<file path="src/rtl/twi_rd_pkg.sv">
package twi_rd_pkg;

    localparam int DEV_W  = 7;
    localparam int BYTE_W = 8;
    localparam int BIT_W  = $clog2(BYTE_W);

    // kind of the current SCL period (one bit slot)
    typedef enum logic [2:0] {
        ST_IDLE,
        ST_START,
        ST_SEND,
        ST_WACK,
        ST_RECV,
        ST_MACK,
        ST_STOP
    } slot_e;

    // which byte of the read sequence is in flight
    typedef enum logic [1:0] {
        SEG_DEVW,
        SEG_WORD,
        SEG_DEVR,
        SEG_DATA
    } seg_e;

endpackage

</file>
<file path="src/rtl/twi_rd_phase.sv">
module twi_rd_phase #(
    parameter int DIV_FAST = 8,
    parameter int DIV_SLOW = 512
) (
    input  logic       clk,
    input  logic       rst_n,
    input  logic       run,
    input  logic       slow,
    output logic [1:0] qtr,
    output logic       mid_hi,
    output logic       slot_end
);
    localparam int Q_FAST = DIV_FAST / 4;
    localparam int Q_SLOW = DIV_SLOW / 4;
    localparam int CW     = ($clog2(Q_SLOW) > 0) ? $clog2(Q_SLOW) : 1;
    localparam logic [CW-1:0] LIM_F = CW'(Q_FAST - 1);
    localparam logic [CW-1:0] LIM_S = CW'(Q_SLOW - 1);

    typedef struct packed {
        logic [CW-1:0] cnt;
        logic [1:0]    qtr;
    } tmr_t;

    tmr_t          tmr_q, tmr_d;
    logic [CW-1:0] lim;
    logic          last;

    always_comb begin
        lim   = slow ? LIM_S : LIM_F;
        last  = (tmr_q.cnt == lim);
        tmr_d = tmr_q;
        if (!run) begin
            tmr_d = '0;
        end else if (last) begin
            tmr_d.cnt = '0;
            tmr_d.qtr = tmr_q.qtr + 2'd1;
        end else begin
            tmr_d.cnt = tmr_q.cnt + CW'(1);
        end
    end

    always_ff @(posedge clk or negedge rst_n) begin
        if (!rst_n) tmr_q <= '0;
        else        tmr_q <= tmr_d;
    end

    assign qtr      = tmr_q.qtr;
    assign mid_hi   = run && last && (tmr_q.qtr == 2'd2);
    assign slot_end = run && last && (tmr_q.qtr == 2'd3);

    // the quarter counter never runs past the selected ratio
    assert_cnt_limit_R2: assert property (@(posedge clk) disable iff (!rst_n)
        tmr_q.cnt <= lim);

    // the timer is parked at zero whenever the bus is idle
    assert_park_idle_R2: assert property (@(posedge clk) disable iff (!rst_n)
        !run |=> (tmr_q.cnt == '0 && tmr_q.qtr == 2'd0));

endmodule

</file>
<file path="src/rtl/twi_rd_shift.sv">
module twi_rd_shift #(
    parameter int W = 8
) (
    input  logic         clk,
    input  logic         rst_n,
    input  logic         load,
    input  logic [W-1:0] load_val,
    input  logic         shift_en,
    input  logic         in_bit,
    output logic [W-1:0] value
);
    logic [W-1:0] sr_q, sr_d;

    always_comb begin
        sr_d = sr_q;
        if (load)          sr_d = load_val;
        else if (shift_en) sr_d = {sr_q[W-2:0], in_bit};
    end

    always_ff @(posedge clk or negedge rst_n) begin
        if (!rst_n) sr_q <= '0;
        else        sr_q <= sr_d;
    end

    assign value = sr_q;

    // a load and a shift never collide in one cycle
    assert_one_op_R5: assert property (@(posedge clk) disable iff (!rst_n)
        !(load && shift_en));

endmodule

</file>
<file path="src/rtl/twi_rd_master.sv">
module twi_rd_master
    import twi_rd_pkg::*;
#(
    parameter int DIV_FAST = 8,
    parameter int DIV_SLOW = 512,
    parameter int LEN_W    = 8
) (
    input  logic              clk,
    input  logic              rst_n,
    input  logic              div_sel,
    input  logic              cmd_valid,
    output logic              cmd_ready,
    input  logic [DEV_W-1:0]  cmd_dev,
    input  logic [BYTE_W-1:0] cmd_word,
    input  logic [LEN_W-1:0]  cmd_len,
    output logic              scl_o,
    output logic              sda_oe,
    input  logic              sda_i,
    output logic              rd_valid,
    output logic [BYTE_W-1:0] rd_data,
    output logic              done,
    output logic              nack_err
);
    localparam logic [LEN_W-1:0] ONE_LEFT = LEN_W'(1);
    localparam logic [BIT_W-1:0] LAST_BIT = BIT_W'(BYTE_W - 1);

    typedef struct packed {
        slot_e             st;
        seg_e              seg;
        logic [BIT_W-1:0]  bitn;
        logic [LEN_W-1:0]  left;
        logic [DEV_W-1:0]  dev;
        logic [BYTE_W-1:0] word;
        logic              slow;
        logic              hold;
        logic              ack_bad;
        logic              err;
        logic              rvalid;
        logic [BYTE_W-1:0] rdata;
        logic              done;
    } ctl_t;

    ctl_t              ctl_q, ctl_d;
    logic [1:0]        qtr;
    logic              mid_hi, slot_end;
    logic              sh_load, sh_shift, sh_in;
    logic [BYTE_W-1:0] sh_val, sr_val;
    logic              oe_slot;

    twi_rd_phase #(.DIV_FAST(DIV_FAST), .DIV_SLOW(DIV_SLOW)) u_phase (
        .clk      (clk),
        .rst_n    (rst_n),
        .run      (ctl_q.st != ST_IDLE),
        .slow     (ctl_q.slow),
        .qtr      (qtr),
        .mid_hi   (mid_hi),
        .slot_end (slot_end)
    );

    twi_rd_shift #(.W(BYTE_W)) u_shift (
        .clk      (clk),
        .rst_n    (rst_n),
        .load     (sh_load),
        .load_val (sh_val),
        .shift_en (sh_shift),
        .in_bit   (sh_in),
        .value    (sr_val)
    );

    // line decode: SCL high in quarters 2 and 3, SDA kept through quarter 0
    always_comb begin
        unique case (ctl_q.st)
            ST_START: oe_slot = (qtr == 2'd3);
            ST_STOP:  oe_slot = (qtr != 2'd3);
            ST_SEND:  oe_slot = ~sr_val[BYTE_W-1];
            ST_MACK:  oe_slot = (ctl_q.left != ONE_LEFT);
            default:  oe_slot = 1'b0;
        endcase
        if (ctl_q.st == ST_IDLE) begin
            scl_o  = 1'b1;
            sda_oe = 1'b0;
        end else begin
            scl_o  = qtr[1];
            sda_oe = (qtr == 2'd0) ? ctl_q.hold : oe_slot;
        end
    end

    always_comb begin
        ctl_d        = ctl_q;
        ctl_d.rvalid = 1'b0;
        ctl_d.done   = 1'b0;
        sh_load      = 1'b0;
        sh_val       = '0;
        sh_shift     = 1'b0;
        sh_in        = 1'b0;
        if (ctl_q.st == ST_IDLE) begin
            ctl_d.hold = 1'b0;
            if (cmd_valid) begin
                ctl_d.st   = ST_START;
                ctl_d.seg  = SEG_DEVW;
                ctl_d.dev  = cmd_dev;
                ctl_d.word = cmd_word;
                ctl_d.left = (cmd_len == '0) ? ONE_LEFT : cmd_len;
                ctl_d.slow = div_sel;
                ctl_d.err  = 1'b0;
                ctl_d.bitn = '0;
            end
        end else begin
            if (mid_hi) begin
                if (ctl_q.st == ST_WACK) ctl_d.ack_bad = sda_i;
                if (ctl_q.st == ST_RECV) begin
                    sh_shift = 1'b1;
                    sh_in    = sda_i;
                end
            end
            if (slot_end) begin
                ctl_d.hold = sda_oe;
                unique case (ctl_q.st)
                    ST_START: begin
                        sh_load    = 1'b1;
                        sh_val     = {ctl_q.dev, ctl_q.seg == SEG_DEVR};
                        ctl_d.st   = ST_SEND;
                        ctl_d.bitn = '0;
                    end
                    ST_SEND: begin
                        if (ctl_q.bitn == LAST_BIT) begin
                            ctl_d.st = ST_WACK;
                        end else begin
                            sh_shift   = 1'b1;
                            ctl_d.bitn = ctl_q.bitn + BIT_W'(1);
                        end
                    end
                    ST_WACK: begin
                        if (ctl_q.ack_bad) begin
                            ctl_d.err = 1'b1;
                            ctl_d.st  = ST_STOP;
                        end else begin
                            ctl_d.bitn = '0;
                            unique case (ctl_q.seg)
                                SEG_DEVW: begin
                                    sh_load   = 1'b1;
                                    sh_val    = ctl_q.word;
                                    ctl_d.seg = SEG_WORD;
                                    ctl_d.st  = ST_SEND;
                                end
                                SEG_WORD: begin
                                    ctl_d.seg = SEG_DEVR;
                                    ctl_d.st  = ST_START;
                                end
                                default: begin
                                    ctl_d.seg = SEG_DATA;
                                    ctl_d.st  = ST_RECV;
                                end
                            endcase
                        end
                    end
                    ST_RECV: begin
                        if (ctl_q.bitn == LAST_BIT) begin
                            ctl_d.rvalid = 1'b1;
                            ctl_d.rdata  = sr_val;
                            ctl_d.st     = ST_MACK;
                        end else begin
                            ctl_d.bitn = ctl_q.bitn + BIT_W'(1);
                        end
                    end
                    ST_MACK: begin
                        if (ctl_q.left == ONE_LEFT) begin
                            ctl_d.st = ST_STOP;
                        end else begin
                            ctl_d.left = ctl_q.left - ONE_LEFT;
                            ctl_d.bitn = '0;
                            ctl_d.st   = ST_RECV;
                        end
                    end
                    default: begin
                        ctl_d.st   = ST_IDLE;
                        ctl_d.done = 1'b1;
                    end
                endcase
            end
        end
    end

    always_ff @(posedge clk or negedge rst_n) begin
        if (!rst_n) ctl_q <= '0;
        else        ctl_q <= ctl_d;
    end

    assign cmd_ready = (ctl_q.st == ST_IDLE);
    assign rd_valid  = ctl_q.rvalid;
    assign rd_data   = ctl_q.rdata;
    assign done      = ctl_q.done;
    assign nack_err  = ctl_q.err;

    // outside start and stop slots, SDA moves only with SCL low on both sides
    assert_sda_low_change_R4: assert property (@(posedge clk) disable iff (!rst_n)
        ((sda_oe != $past(sda_oe)) && (ctl_q.st != ST_START) && (ctl_q.st != ST_STOP))
        |-> (!scl_o && !$past(scl_o)));

    // the latched ratio holds for the whole transfer
    assert_ratio_held_R3: assert property (@(posedge clk) disable iff (!rst_n)
        (!cmd_ready && !$past(cmd_ready)) |-> $stable(ctl_q.slow));

    // byte strobe lasts one cycle
    assert_valid_pulse_R10: assert property (@(posedge clk) disable iff (!rst_n)
        rd_valid |=> !rd_valid);

    // completion leaves the bus released and the master ready
    assert_done_idle_R1: assert property (@(posedge clk) disable iff (!rst_n)
        done |-> (cmd_ready && scl_o && !sda_oe));

    // a refused acknowledge never coexists with a byte strobe
    assert_err_no_data_R9: assert property (@(posedge clk) disable iff (!rst_n)
        nack_err |-> !rd_valid);

endmodule

</file>
<file path="config.mk">
export PLATFORM = sky130hd
export DESIGN_NAME = twi_rd_master
export DESIGN_NICKNAME = d
export VERILOG_FILES = /design/src/rtl/twi_rd_pkg.sv /design/src/rtl/twi_rd_phase.sv /design/src/rtl/twi_rd_shift.sv /design/src/rtl/twi_rd_master.sv
export SDC_FILE = /design/constraint.sdc
export NUM_CORES = 1
export LEC_CHECK = 0
export BUFFER_PORTS_ARGS = -buffer_cell sky130_fd_sc_hd__buf_2
export CAP_MARGIN = 15
export CORE_ASPECT_RATIO = 1.25
export CORE_MARGIN = 10
export CORE_UTILIZATION = 50
export CTS_CLUSTER_SIZE = 25
export DETAILED_ROUTE_END_ITERATION = 8
export PLACE_DENSITY = 0.76
export SYNTH_ARGS = -nofsm -noshare
export SYNTH_HDL_FRONTEND = slang
export SYNTH_HIERARCHICAL = 1
export SYNTH_SLANG_ARGS = --single-unit
</file>
<file path="constraint.sdc">
create_clock -name clk -period 3.2 [get_ports clk]
set_clock_uncertainty 0.2 [all_clocks]
set_input_delay 0.16 -clock clk [delete_from_list [all_inputs] [get_ports clk]]
set_output_delay 0.16 -clock clk [all_outputs]
set_load 0.05 [all_outputs]
</file>
==> results.yml <==
place:
  placement.io_buffers: 41
  post_dp_cell_area_sq_um: 3610
  gp_congestion: 0.895
  pre_cts_ws_ns: 0.315
  hpwl_um: 5110
cts:
  h-tree-depth: 3
  cts_tree: "yes"
  cts_setup_buffers: 0
  clk_pin_slew_ns: 0.08
  cts_buffers: 9
  cts.path.max_buffers: 2
  clk_latency_ns: 0.34
  clkSinkCount: 62
  cts-root-buf: "clkbuf_8"
job:
  cap_violations: 0
critical_path:
  cp_slowest_cell: "or4_1"
  end_kind: "flip-flop"
  cp.required_ns: 3.22
  cp_max_fo: 12
  crit_family: "simple AND/OR/NAND/NOR gates"
  crit_chain: "or4_1 -> nor4_2 -> o21a_1 -> and3_1 -> inv_1 -> a311o_1 -> and4bb_1 -> xnor2_1 -> a21oi_1"
  cp_num_buf_inv: 1
  critPathKind: "flip-flop to flip-flop"
  crit_arrival_ns: 2.94
  slowest_delay_ns: 0.55
  r2r_setup_slack_ns: 0.28
  start_kind: "flip-flop"
drt:
  route.final.wire_length_um: 7440
  drtIter0Drc: 273
  drt_first_pass_iters: 5
  routed-via-count: 2712
  ant_nets: 0
  drc: 0
  via_per_inst: 5.26
  avgRoutedWirePerCell_um: 14.4
power:
  p_clk_frac: 0.232
  switching_power_w: 0.00113
  combPwrFrac: 0.328
  total_power_w: 0.00293
  internal_power_w: 0.00180
  seq_power_share: 0.440
  swShare: 0.387
  powerDensity_nw_per_um2: 719
  ir_worst_vdd_mv: 0.390
  p_leak_nw: 1.87
global_route:
  grt_max_degree: 32
  use_met1: 0.184
  grt_pass1_vias: 2734
  grtUsageTotal: 0.152
  grt_use_met3: 0.0484
  globalRouteMet2Util: 0.248
  grt_most_used_layer: "met2"
  grt_overflow: 0
  antenna_found_initial: 0
  grt_pass1_wl_um: 13100
yosys:
  netlist_top_cells_count: "nand2_1 (75), dfrtp_1 (62), nor2_1 (25), a21oi_1 (16), inv_1 (14)"
  yosysSeqAreaShare: 0.460
  synth_top_area_frac: 0.460
  yosysTopAreaCell: "dfrtp_1"
  syn_nets: 394
  synth_edf_count: 0
  synth_flop_cell: "dfrtp_1"
  syn_avg_cell_area_sq_um: 9.40
  synth_cells: 359
  yosys_warnings: 6
  yosysMostFrequentCell: "nand2_1"
  ys_ff_latch: 62
  async_flop_share: 1.00
  synthTopCellsByArea: "dfrtp_1 (46%), nand2_1 (8.3%), mux2_2 (3.7%)"
  synth_cell_type_count: 51
  synthesis.area_sq_um: 3380
die:
  die_w_um: 93.5
  num_rows: 33
  coreArea_sq_um: 6570
  start_util: 0.514
  die_h_um: 112
  dieArea_sq_um: 10500
  ios: 42
sta:
  slew_headroom: 0.676
  setup-tns-final_ns: 0
  min_period_ns: 2.92
  worstMarginPinSlew_ns: 0.482
  finalSetupViolCount: 0
  setup_ws_ns: 0.278
  clock.fmax_mhz: 342
  final-max-slew-violation-count: 0
  finalHoldViolations: 0
  period_share: 0.913
  rsz0062_at_grt: "no"
worst_hold_path:
  min_path_type: "input pin to async pin"
final_layout:
  num_antenna_cells: 0
  utilization: 0.621
  final_cell_area_sq_um: 4080
  area_growth_syn_to_layout_pct: 20.9
  fin_nets: 459
  drive_gt1_frac: 0.214
status:
  status: "complete, no violations"
-- power groups by stage --
stage / Clock (W) / Sequential [W] / Combinational [W]
after floorplan: 0 / 0.00124 / 0.000744
after detailed placement: 0 / 0.00130 / 0.000931
after global routing: 0.000729 / 0.00133 / 0.00108
after global placement: 0 / 0.00128 / 0.000908
final: 0.000681 / 0.00129 / 0.000963
after CTS: 0.000699 / 0.00129 / 0.000963
-- layout by cell type, fill, tap and decap left out, drive strengths merged, types with 3 or more instances in the layout --
cell	instances
a21oi	16
a22oi	8
and3	3
buf	54
clkbuf	9
clkinv	3
dfrtp	62
dlygate4sd3	27
ha	7
inv	15
mux2	11
mux2i	12
nand2	76
nand3	8
nand4	3
nor2	25
nor2b	4
nor3	13
nor3b	7
nor4	6
o21ai	23
xnor2	5
xor2	4
-- worst reg2reg max path, stage by stage, from the launching register on --
cell and delay, ns:
dfrtp_1 0.42, or4_1 0.55, nor4_2 0.18, o21a_1 0.17, and3_1 0.18, inv_1 0.11, a311o_1 0.46, and4bb_1 0.34
xnor2_1 0.12, a21oi_1 0.08
-- logic make-up (layout without fill, tap and decap cells) --
logic type	count (synthesis)	after routing	synth area share
compound gates	62	62	0.112
simple gates	155	155	0.236
fa+ha+maj	7	7	0.0259
mux	23	23	0.0723
buf+inv	41	111	0.0704
xor+xnor	9	9	0.0233
flops	62	62	0.460
-- path summary, 6_finish.rpt --
path	start	endpoint	cells after the start
max in group asynchronous	rst_n	ctl_q[42]	3
min	rst_n	rd_data[3]	2
min reg2reg	ctl_q[23]	ctl_q[23]	2
min in group clk	ctl_q[23]	ctl_q[23]	2
max	u_phase/tmr_q[3]	ctl_q[35]	9
max reg2reg	u_phase/tmr_q[3]	ctl_q[35]	9
-- flip-flops by register name, summed over array words and instances (netlist names) --
| name | count |
|---|---|
| u_phase/tmr_q | 7 |
| u_phase/qtr | 2 |
| nack_err | 1 |
| rd_valid | 1 |
| u_shift/value | 8 |
| ctl_q | 34 |
| rd_data | 8 |
| done | 1 |
-- layout make-up --
class                   instances  area [sq um]
flip-flops and latches         62          1550
repair buffers                 81           573
well taps                      87           109
multi-input cells             256          1600
inverters                      14          52.6
fillers                       533          2480
clock buffers                   9           124
clock inverters                 7          72.6
-- per-layer routing --
metal / vias to the layer above / wire (um)
met4: 0 / 50
li1: 1365 / -
met2: 78 / 3780
met3: 5 / 435
met5: - / 0
met1: 1264 / 3170
-- what timing repair did --
action / 4_1_cts / 5_1_grt
hold endpoints to repair: 88 / 0
gates resized for setup: 0 / 0
hold buffers: 27 / 0
endpoints found under the setup margin: 0 / 0
-- through the flow --
step | instances | hold WS (ns)
6_report | 516 | 0.0316
5_1_grt | 516 | 0.0494
4_1_cts | 516 | 0.0238
3_5_place_dp | 473 | -0.133
3_3_place_gp | 473 | -0.135
2_1_floorplan | 359 | -0.336
Power figures use the tool's default switching activity.
